===== src/rtl/hexscan_pkg.sv =====
`timescale 1ns/1ps
// hexscan_pkg: shared widths, types and the wiring-check pattern for the
// hexadecimal display scanner. Assumes 4-bit nibbles and 7 segments.
package hexscan_pkg;

    localparam int NIB_W = 4;
    localparam int SEG_W = 7;

    typedef logic [SEG_W-1:0] seg_t;

    typedef enum logic {
        SRC_COUNT = 1'b0,
        SRC_EXT   = 1'b1
    } src_e;

    // Fixed wiring-check pattern for digit position idx (0 = leftmost).
    function automatic seg_t check_pattern(input int idx, input int last);
        seg_t pat;
        pat = '0;
        if (idx == last) begin
            pat[6] = 1'b1;
        end else if (idx == 0) begin
            pat[1:0] = 2'b11;
        end else if (idx + 1 < SEG_W) begin
            pat[idx+1] = 1'b1;
        end
        return pat;
    endfunction

endpackage


===== src/rtl/hexscan_prescale.sv =====
`timescale 1ns/1ps
// hexscan_prescale: free-running binary divider. It raises scan_tick once
// every 2^SCAN_DIV_W cycles and test_tick once every 2^TEST_DIV_W cycles.
// Assumes TEST_DIV_W >= SCAN_DIV_W >= 1.
module hexscan_prescale #(
    parameter int SCAN_DIV_W = 10,
    parameter int TEST_DIV_W = 20
) (
    input  logic clk,
    input  logic rst_n,
    output logic scan_tick,
    output logic test_tick
);

    logic [TEST_DIV_W-1:0] div_q;

    // Divider count, cleared by reset.
    always_ff @(posedge clk) begin
        if (!rst_n) begin
            div_q <= '0;
        end else begin
            div_q <= div_q + 1'b1;
        end
    end

    // Terminal counts of the short and long division.
    always_comb begin
        scan_tick = &div_q[SCAN_DIV_W-1:0];
        test_tick = &div_q;
    end

endmodule


===== src/rtl/hexscan_ring.sv =====
`timescale 1ns/1ps
// hexscan_ring: one-hot circular shift register of NUM_DIGITS stages.
// Reset loads stage 0 set. Each step moves the set bit up by one, and
// the top stage feeds stage 0.
module hexscan_ring #(
    parameter int NUM_DIGITS = 6
) (
    input  logic                  clk,
    input  logic                  rst_n,
    input  logic                  step,
    output logic [NUM_DIGITS-1:0] ring_q
);

    localparam logic [NUM_DIGITS-1:0] RING_INIT = NUM_DIGITS'(1);

    // Rotate the one-hot selector on each step.
    always_ff @(posedge clk) begin
        if (!rst_n) begin
            ring_q <= RING_INIT;
        end else if (step) begin
            ring_q <= {ring_q[NUM_DIGITS-2:0], ring_q[NUM_DIGITS-1]};
        end
    end

endmodule


===== src/rtl/hexscan_glyph.sv =====
`timescale 1ns/1ps
// hexscan_glyph: combinational nibble to seven-segment hexadecimal glyph.
// Output order is g,f,e,d,c,b,a, active high.
module hexscan_glyph
    import hexscan_pkg::*;
(
    input  logic [NIB_W-1:0] nib,
    output seg_t             seg
);

    // Glyph lookup for all sixteen values.
    always_comb begin
        unique case (nib)
            4'h0: seg = 7'h3F;
            4'h1: seg = 7'h06;
            4'h2: seg = 7'h5B;
            4'h3: seg = 7'h4F;
            4'h4: seg = 7'h66;
            4'h5: seg = 7'h6D;
            4'h6: seg = 7'h7D;
            4'h7: seg = 7'h07;
            4'h8: seg = 7'h7F;
            4'h9: seg = 7'h6F;
            4'hA: seg = 7'h77;
            4'hB: seg = 7'h7C;
            4'hC: seg = 7'h39;
            4'hD: seg = 7'h5E;
            4'hE: seg = 7'h79;
            default: seg = 7'h71;
        endcase
    end

endmodule


===== src/rtl/hexscan_top.sv =====
`timescale 1ns/1ps
// hexscan_top: multiplexed hexadecimal display scanner. A prescaler steps a
// one-hot ring that drives active-low cathodes. The same ring selects the
// nibble of the shown value (internal counter or external input), which is
// decoded to a glyph. Test mode uses the slow tick and fixed patterns.
// Assumes the digit on ring stage 0 is the leftmost (most significant).
module hexscan_top
    import hexscan_pkg::*;
#(
    parameter int NUM_DIGITS = 6,
    parameter int SCAN_DIV_W = 10,
    parameter int TEST_DIV_W = 20
) (
    input  logic                        clk,
    input  logic                        rst_n,
    input  logic                        test_mode,
    input  logic                        src_sel,
    input  logic [NUM_DIGITS*NIB_W-1:0] ext_value,
    output logic [SEG_W-1:0]            seg_o,
    output logic                        dp_o,
    output logic [NUM_DIGITS-1:0]       cath_n_o
);

    localparam int VAL_W = NUM_DIGITS * NIB_W;

    logic             scan_tick;
    logic             test_tick;
    logic             step_tick;
    logic [NUM_DIGITS-1:0] ring_q;
    logic [VAL_W-1:0] cnt_q;
    logic [VAL_W-1:0] shown;
    logic [NIB_W-1:0] nib_sel;
    seg_t             glyph_seg;
    seg_t             check_seg;
    src_e             src;

    hexscan_prescale #(
        .SCAN_DIV_W (SCAN_DIV_W),
        .TEST_DIV_W (TEST_DIV_W)
    ) u_prescale (
        .clk       (clk),
        .rst_n     (rst_n),
        .scan_tick (scan_tick),
        .test_tick (test_tick)
    );

    // Pick the step source for the ring from the mode.
    always_comb begin
        step_tick = test_mode ? test_tick : scan_tick;
    end

    hexscan_ring #(
        .NUM_DIGITS (NUM_DIGITS)
    ) u_ring (
        .clk    (clk),
        .rst_n  (rst_n),
        .step   (step_tick),
        .ring_q (ring_q)
    );

    // Internal up-counter, advanced on normal-mode scan steps only.
    always_ff @(posedge clk) begin
        if (!rst_n) begin
            cnt_q <= '0;
        end else if (scan_tick && !test_mode) begin
            cnt_q <= cnt_q + 1'b1;
        end
    end

    // Choose the displayed value.
    always_comb begin
        src   = src_e'(src_sel);
        shown = (src == SRC_EXT) ? ext_value : cnt_q;
    end

    // Nibble and check-pattern selection by the one-hot ring.
    always_comb begin
        nib_sel   = '0;
        check_seg = '0;
        for (int i = 0; i < NUM_DIGITS; i++) begin
            if (ring_q[i]) begin
                nib_sel   = nib_sel | shown[(NUM_DIGITS-1-i)*NIB_W +: NIB_W];
                check_seg = check_seg | check_pattern(i, NUM_DIGITS-1);
            end
        end
    end

    hexscan_glyph u_glyph (
        .nib (nib_sel),
        .seg (glyph_seg)
    );

    // Drive the pins.
    always_comb begin
        seg_o    = test_mode ? check_seg : glyph_seg;
        dp_o     = test_mode & ring_q[NUM_DIGITS-1];
        cath_n_o = ~ring_q;
    end

endmodule


===== config.mk =====
export PLATFORM = sky130hd
export DESIGN_NAME = hexscan_top
export DESIGN_NICKNAME = d
export VERILOG_FILES = /design/src/rtl/hexscan_pkg.sv /design/src/rtl/hexscan_prescale.sv /design/src/rtl/hexscan_ring.sv /design/src/rtl/hexscan_glyph.sv /design/src/rtl/hexscan_top.sv
export SDC_FILE = /design/constraint.sdc
export NUM_CORES = 1
export LEC_CHECK = 0
export ABC_AREA = 1
export ABC_CLOCK_PERIOD_IN_PS = 1500
export BUFFER_PORTS_ARGS = -buffer_cell sky130_fd_sc_hd__buf_2
export CORE_UTILIZATION = 50
export DETAILED_ROUTE_END_ITERATION = 6
export PLACE_DENSITY = 0.73
export SLEW_MARGIN = 20
export SYNTH_ARGS = -nofsm -noshare
export SYNTH_HDL_FRONTEND = slang
export SYNTH_SLANG_ARGS = --single-unit

===== constraint.sdc =====
create_clock -name clk -period 1.5 [get_ports clk]
set_input_delay 0 -clock clk [delete_from_list [all_inputs] [get_ports clk]]
set_output_delay 0 -clock clk [all_outputs]
set_load 0.02 [all_outputs]

# Word-level counts from Yosys, hierarchy flattened
# Memory sizes are Yosys's and may differ from the RTL's.
# Index checks and enable logic that the tools add are counted.
dict set report word_totals {
  ff_bits 50
  rom_bits 112
  out_inout_bits 14
  elab_cells 42
  n_memories 1
}
dict set report op_classes {
  add_sub_neg 2
  muxes 20
  n_bitwise 12
  n_reduce_logical 4
}
# name words word_bits rd rd_clocked_by_memory_dff wr line
set mem_list {}
lappend mem_list {{(no name shown)} 16 7 1 0 0 hexscan_glyph.sv:13} ;# unique case (nib)
# op n
set op_table {}
lappend op_table {{$mux W7} 5}
lappend op_table {{$add A24 B1 Y24 const B} 1}
lappend op_table {{$mux W24} 1}
lappend op_table {{$mux W4} 6}
lappend op_table {{$add A20 B1 Y20 const B} 1}
lappend op_table {{$or A4 B4 Y4} 5}
lappend op_table {{$reduce_and A20 Y1} 1}
lappend op_table {{$reduce_and A10 Y1} 1}
lappend op_table {{$or A7 B4 Y7} 1}
lappend op_table {{$or A7 B5 Y7} 1}
lappend op_table {{$or A7 B6 Y7} 1}
lappend op_table {{$or A7 B7 Y7} 1}
lappend op_table {{$mux W1} 6}
lappend op_table {{$not A6 Y6} 1}
lappend op_table {{$mux W3} 1}
lappend op_table {{$or A2 B3 Y3} 1}
lappend op_table {{$mux W2} 1}
lappend op_table {{$and A1 B1 Y1} 1}
lappend op_table {{$logic_and A1 B1 Y1} 1}
lappend op_table {{$logic_not A1 Y1} 1}

# Logic depth before layout (Yosys ltp)
# An unclocked memory read counts as a cell.
dict set report logic_depth {
  depth_word 14
  depth_mapped 16
}

# Hierarchy
# Synthesis repeated with hierarchy kept, for this count alone.
dict set report unflattened {
  cells_unflattened 538
  hier_area_um2 3345.7
}
# module n_inst cells_each area_each_um2
set modules_own_cells {}
lappend modules_own_cells {hexscan_top 1 308 1759.2}
lappend modules_own_cells {hexscan_prescale 1 141 1042.2}
lappend modules_own_cells {hexscan_glyph 1 53 302.8}
lappend modules_own_cells {hexscan_ring 1 36 241.5}

# Worst setup path before layout
# Ideal clock, no wire load.
dict set report synth_timing {
  kind {register to output}
  from {register u_ring.ring_q[3]}
  to {output seg_o[5]}
  arrival_time_ns 1.894
  slack_ns -0.394
  stages_incl_launch_ff 13
  n_path_buf 0
  cell_sequence {dfxtp_1 > inv_1 > nor2_1 > o21ai_0 > nand2_1 > nor2_1 > inv_1 > ha_1 > inv_1 > nand2_1 > nand2_1 > nand2_1 > a21oi_1}
}
dict set report synth_via {
  elab_chain_len 7
  word_cells_on_any_way 12
  cone_classes {7 x mux; 4 x bitwise; 1 x memory}
}
# item line
set synth_rtl {}
lappend synth_rtl {{start: declaration} hexscan_ring.sv:11} ;# output logic [NUM_DIGITS-1:0] ring_q
lappend synth_rtl {{start signal: assignment} hexscan_ring.sv:21} ;# ring_q <= {ring_q[NUM_DIGITS-2:0], ring_q[NUM_DIGITS-1]};
lappend synth_rtl {{$mux W4} hexscan_top.sv:81} ;# if (ring_q[i]) begin
lappend synth_rtl {{$or A4 B4 Y4} hexscan_top.sv:82} ;# nib_sel = nib_sel | shown[(NUM_DIGITS-1-i)*NIB_W +: NIB_W];
lappend synth_rtl {{$mux W4} hexscan_top.sv:81}
lappend synth_rtl {{$or A4 B4 Y4} hexscan_top.sv:82}
lappend synth_rtl {{$mux W4} hexscan_top.sv:81}
lappend synth_rtl {{$mem_v2 Z16 W7} n/a}
lappend synth_rtl {{$mux W7 *} hexscan_top.sv:95} ;# seg_o = test_mode ? check_seg : glyph_seg;
lappend synth_rtl {{end: declaration} hexscan_top.sv:19} ;# output logic [SEG_W-1:0] seg_o,
# Every way passes the cells marked *; elsewhere a longest branch is shown, timed or not.

# Worst setup path after layout
dict set report layout_timing {
  from {register cnt_q[21]}
  to {output seg_o[3]}
}
dict set report layout_via {
  elab_chain_len 14
}
# item line
set layout_rtl {}
lappend layout_rtl {{start: declaration} hexscan_top.sv:30} ;# logic [VAL_W-1:0] cnt_q;
lappend layout_rtl {{start signal: assignment} hexscan_top.sv:66} ;# cnt_q <= cnt_q + 1'b1;
lappend layout_rtl {{$mux W24 *} hexscan_top.sv:73} ;# shown = (src == SRC_EXT) ? ext_value : cnt_q;
lappend layout_rtl {{$mux W4 *} hexscan_top.sv:81}
lappend layout_rtl {{$or A4 B4 Y4} hexscan_top.sv:82}
lappend layout_rtl {{$mux W4 *} hexscan_top.sv:81}
lappend layout_rtl {{$or A4 B4 Y4} hexscan_top.sv:82}
lappend layout_rtl {{$mux W4 *} hexscan_top.sv:81}
lappend layout_rtl {{$or A4 B4 Y4} hexscan_top.sv:82}
lappend layout_rtl {{$mux W4 *} hexscan_top.sv:81}
lappend layout_rtl {{$or A4 B4 Y4} hexscan_top.sv:82}
lappend layout_rtl {{$mux W4 *} hexscan_top.sv:81}
lappend layout_rtl {{$or A4 B4 Y4} hexscan_top.sv:82}
lappend layout_rtl {{$mux W4 *} hexscan_top.sv:81}
lappend layout_rtl {{$mem_v2 Z16 W7 *} n/a}
lappend layout_rtl {{$mux W7 *} hexscan_top.sv:95}
# Marked as above.

==> impl_metrics.yaml <==
logic_synthesis:
  yosys.area.top_type_share_pct: 30.2
  synth_compound_area_share_pct: 12.2
  synthAdderAreaFrac_pct: 3.40
  synthSimpleGateAreaFrac_pct: 40.7
  ys_ff_latch: 50
  synth_area_per_cell_um2: 6.03
  yosysWarnings: 0
  yosysTopAreaCell: "dfxtp_1"
  synthCells: 549
  synth.area.top_cells: "dfxtp_1 (30%), nand2_1 (18%), inv_1 (9.5%)"
  yosysUniqueCellTypes: 33
  synth_area_um2: 3310
  synth_top_family_by_area: "simple AND/OR/NAND/NOR gates"
  syn-num-nets: 586
  ys_seq_area_share_pct: 30.2
  synthMuxAreaShare_pct: 0
  synth_xor_area_share_pct: 1.06
place:
  dp.final_hpwl_um: 7440
  dpl_cell_area_um2: 4270
  place_congestion: 0.942
  io_buffers: 41
global_routing:
  grt_max_degree: 26
  grt_pass1_wl_um: 17700
  overflow: 0
  antenna_found_initial: 0
  grt.total_usage_pct: 31.0
  first_global_vias: 4059
critical_path:
  critPathRequiredTime_ns: 1.50
  r2r-start: "u_prescale.div_q[1]"
  worstSetupStartpointType: "register"
  cp_max_fo: 6
  crit_start: "cnt_q[21]"
  worstPathArrival_ns: 2.06
  worstSetupEndpointType: "primary output"
  path_class: "register to primary output"
timing:
  final-max-slew-violation-count: 0
  period_minus_slack_ns: 2.06
  finClkSkew_ns: 0.00798
  hold_viol: 0
  finalCritPeriodShare_pct: 138
  fmax_mhz: 485
  finalWorstSetupSlack_ns: -0.563
  max-slew-margin-rel_pct: 69.5
  rsz0062_at_grt: "yes"
  hold_ws_ns: 0.147
  setup_viol: 38
  worst_slew_pin_slew_ns: 0.457
drt:
  wl_um: 12700
  drc: 0
  wl_per_cell_um: 16.3
  first_iter_violations: 288
  firstDrtPassIters: 6
  routed_via_density: 5.60
  vias: 4343
  drtAntennaViolNets: 0
cells_and_area:
  design_area_um2: 5470
  layout.nets: 735
  multi_input_area_um2: 2660
  regArea_um2: 1040
  post-route-util_pct: 85.7
  fill_cells: 323
  drive_above_1_share_pct: 52.8
  diodes: 0
  areaGrowthSynthToFinish_pct: 65.3
status:
  violations: "negative setup slack"
  outcome: "finished, violations left"
clocking:
  cts_tree: "yes"
  clkLatencyLatePin_ns: 0.32
  cts_hold_buf: 0
  cts.sinks: 50
  htree_levels: 2
  cts_root_buf: "clkbuf_8"
  path_clk_slew_ns: 0.11
  clockBufferDepth: 2
  cts_buffers: 5
run:
  maxCapViolations: 0
power:
  power_density_nw_per_um2: 494
  leakage_nw: 2.62
  ir_worst_vdd_v: 0.000531
  power_mw: 2.70
floorplanning:
  io_pins: 42
  die_area_um2: 6950
  dieWidth_um: 83.4
  rows: 29
  coreArea_um2: 6390
  start_util_pct: 51.8
  die_h_um: 83.4
hold_path:
  hp-start: "rst_n"
  min_path_type: "primary input to register"
==> routing by layer <==
metal,GRT usage (%),vias to the layer above,wire length [µm]
li1,-,2040,-
met1,36.0,2073,4900
met2,56.8,182,6620
met3,4.77,48,643
met4,12.1,0,496
met5,0,-,0
==> repair_timing <==
| item | in CTS | in global routing |
|---|---|---|
| resized for setup | 106 | 169 |
| gates cloned | 1 | 0 |
| setup buffers | 22 | 15 |
| setup endpoints to repair | 38 | 47 |
| pin swaps | 40 | 75 |
==> worst paths after layout <==
kind | end | slack [ns] | cells past startpoint
worst max-delay path | seg_o[3] | -0.56 | 14
worst min-delay path | u_prescale.div_q[8] | 0.15 | 3
worst max register to register | u_ring.ring_q[5] | -0.18 | 10
worst min register to register | cnt_q[23] | 0.49 | 2
==> state kept, by name (all words and copies together), names as in the netlist <==
register          count
cnt_q                24
u_ring.ring_q         6
u_prescale.div_q     20
==> logic make-up after synthesis <==
kind of cell | Yosys count
AO/OA/AOI/OAI | 75
AND/OR/NAND/NOR | 309
buffers and inverters | 102
adder cells (fa/ha/maj) | 9
flip-flops | 50
XOR/XNOR | 4
==> worst max-delay path, stage by stage, from the launching register on <==
cell and delay (ns):
dfxtp_4 0.38, inv_4 0.04, nand2_2 0.06, nand3_2 0.08, nand2_2 0.08, inv_2 0.03, nand2_2 0.07, nor2_4 0.06
buf_12 0.14, ha_4 0.17, or2_0 0.22, nand3_1 0.08, nand3_1 0.13, nand2_2 0.10, buf_6 0.11
==> layout make-up <==
type                    instances  area share [%]
clock buffers                   5            1.26
inverters                      89            6.70
multi-input cells             398            48.6
clock inverters                 3           0.480
flip-flops and latches         50            19.1
well taps                      77            1.76
repair buffers                154            22.1
==> cell usage in the layout (no fill, tap or decap), types with 8 or more instances in the layout <==
cell,count
dfxtp_2,20
inv_2,18
inv_4,8
nor2_4,14
buf_2,34
a21oi_1,19
nand3_1,20
nand2_4,14
inv_1,61
nand3_2,19
nor2_1,40
o21ai_0,13
dfxtp_1,25
nor2_2,14
a21oi_2,12
o21ai_2,12
nor3_2,12
nand2_1,115
buf_6,25
nand2_2,34
buf_4,91
==> report_power, final <==
part           switching [mW]  internal [mW]  total [mW]  leakage [nW]
clock network           0.532          0.345       0.877        0.0491
registers              0.0102           1.33        1.34         0.416
logic                   0.279          0.208       0.487          2.16
==> metrics by stage <==
step	std cells	setup slack (ns)	TNS, ns
CTS	768	-0.407	-4.66
finish	776	-0.563	-6.29
global route	776	-0.646	-9.74
floorplan	549	-0.0186	-0.0268
detailed placement	738	-0.229	-3.34
global placement	738	-0.184	-2.19
==> Yosys cell counts <==
cell      count
a21oi_1      32
a31oi_1       1
buf_2         4
buf_4         3
buf_6         1
clkbuf_1      5
clkinv_1      1
dfxtp_1      50
ha_1          9
inv_1        84
inv_2         3
inv_4         1
nand2_1     161
nand2_2       3
nand3_1      40
nand3_4       1
nand4_1       6
nor2_1       64
nor2_2        1
nor2_4        3
nor3_1       22
nor3_2        2
nor3_4        1
nor3b_1       3
nor3b_2       1
o211ai_1      7
o21ai_0      28
o21ai_1       4
o21bai_1      1
o221a_2       1
o31ai_1       1
or2_0         1
xor2_1        4
(Power assumes the default switching activity.)
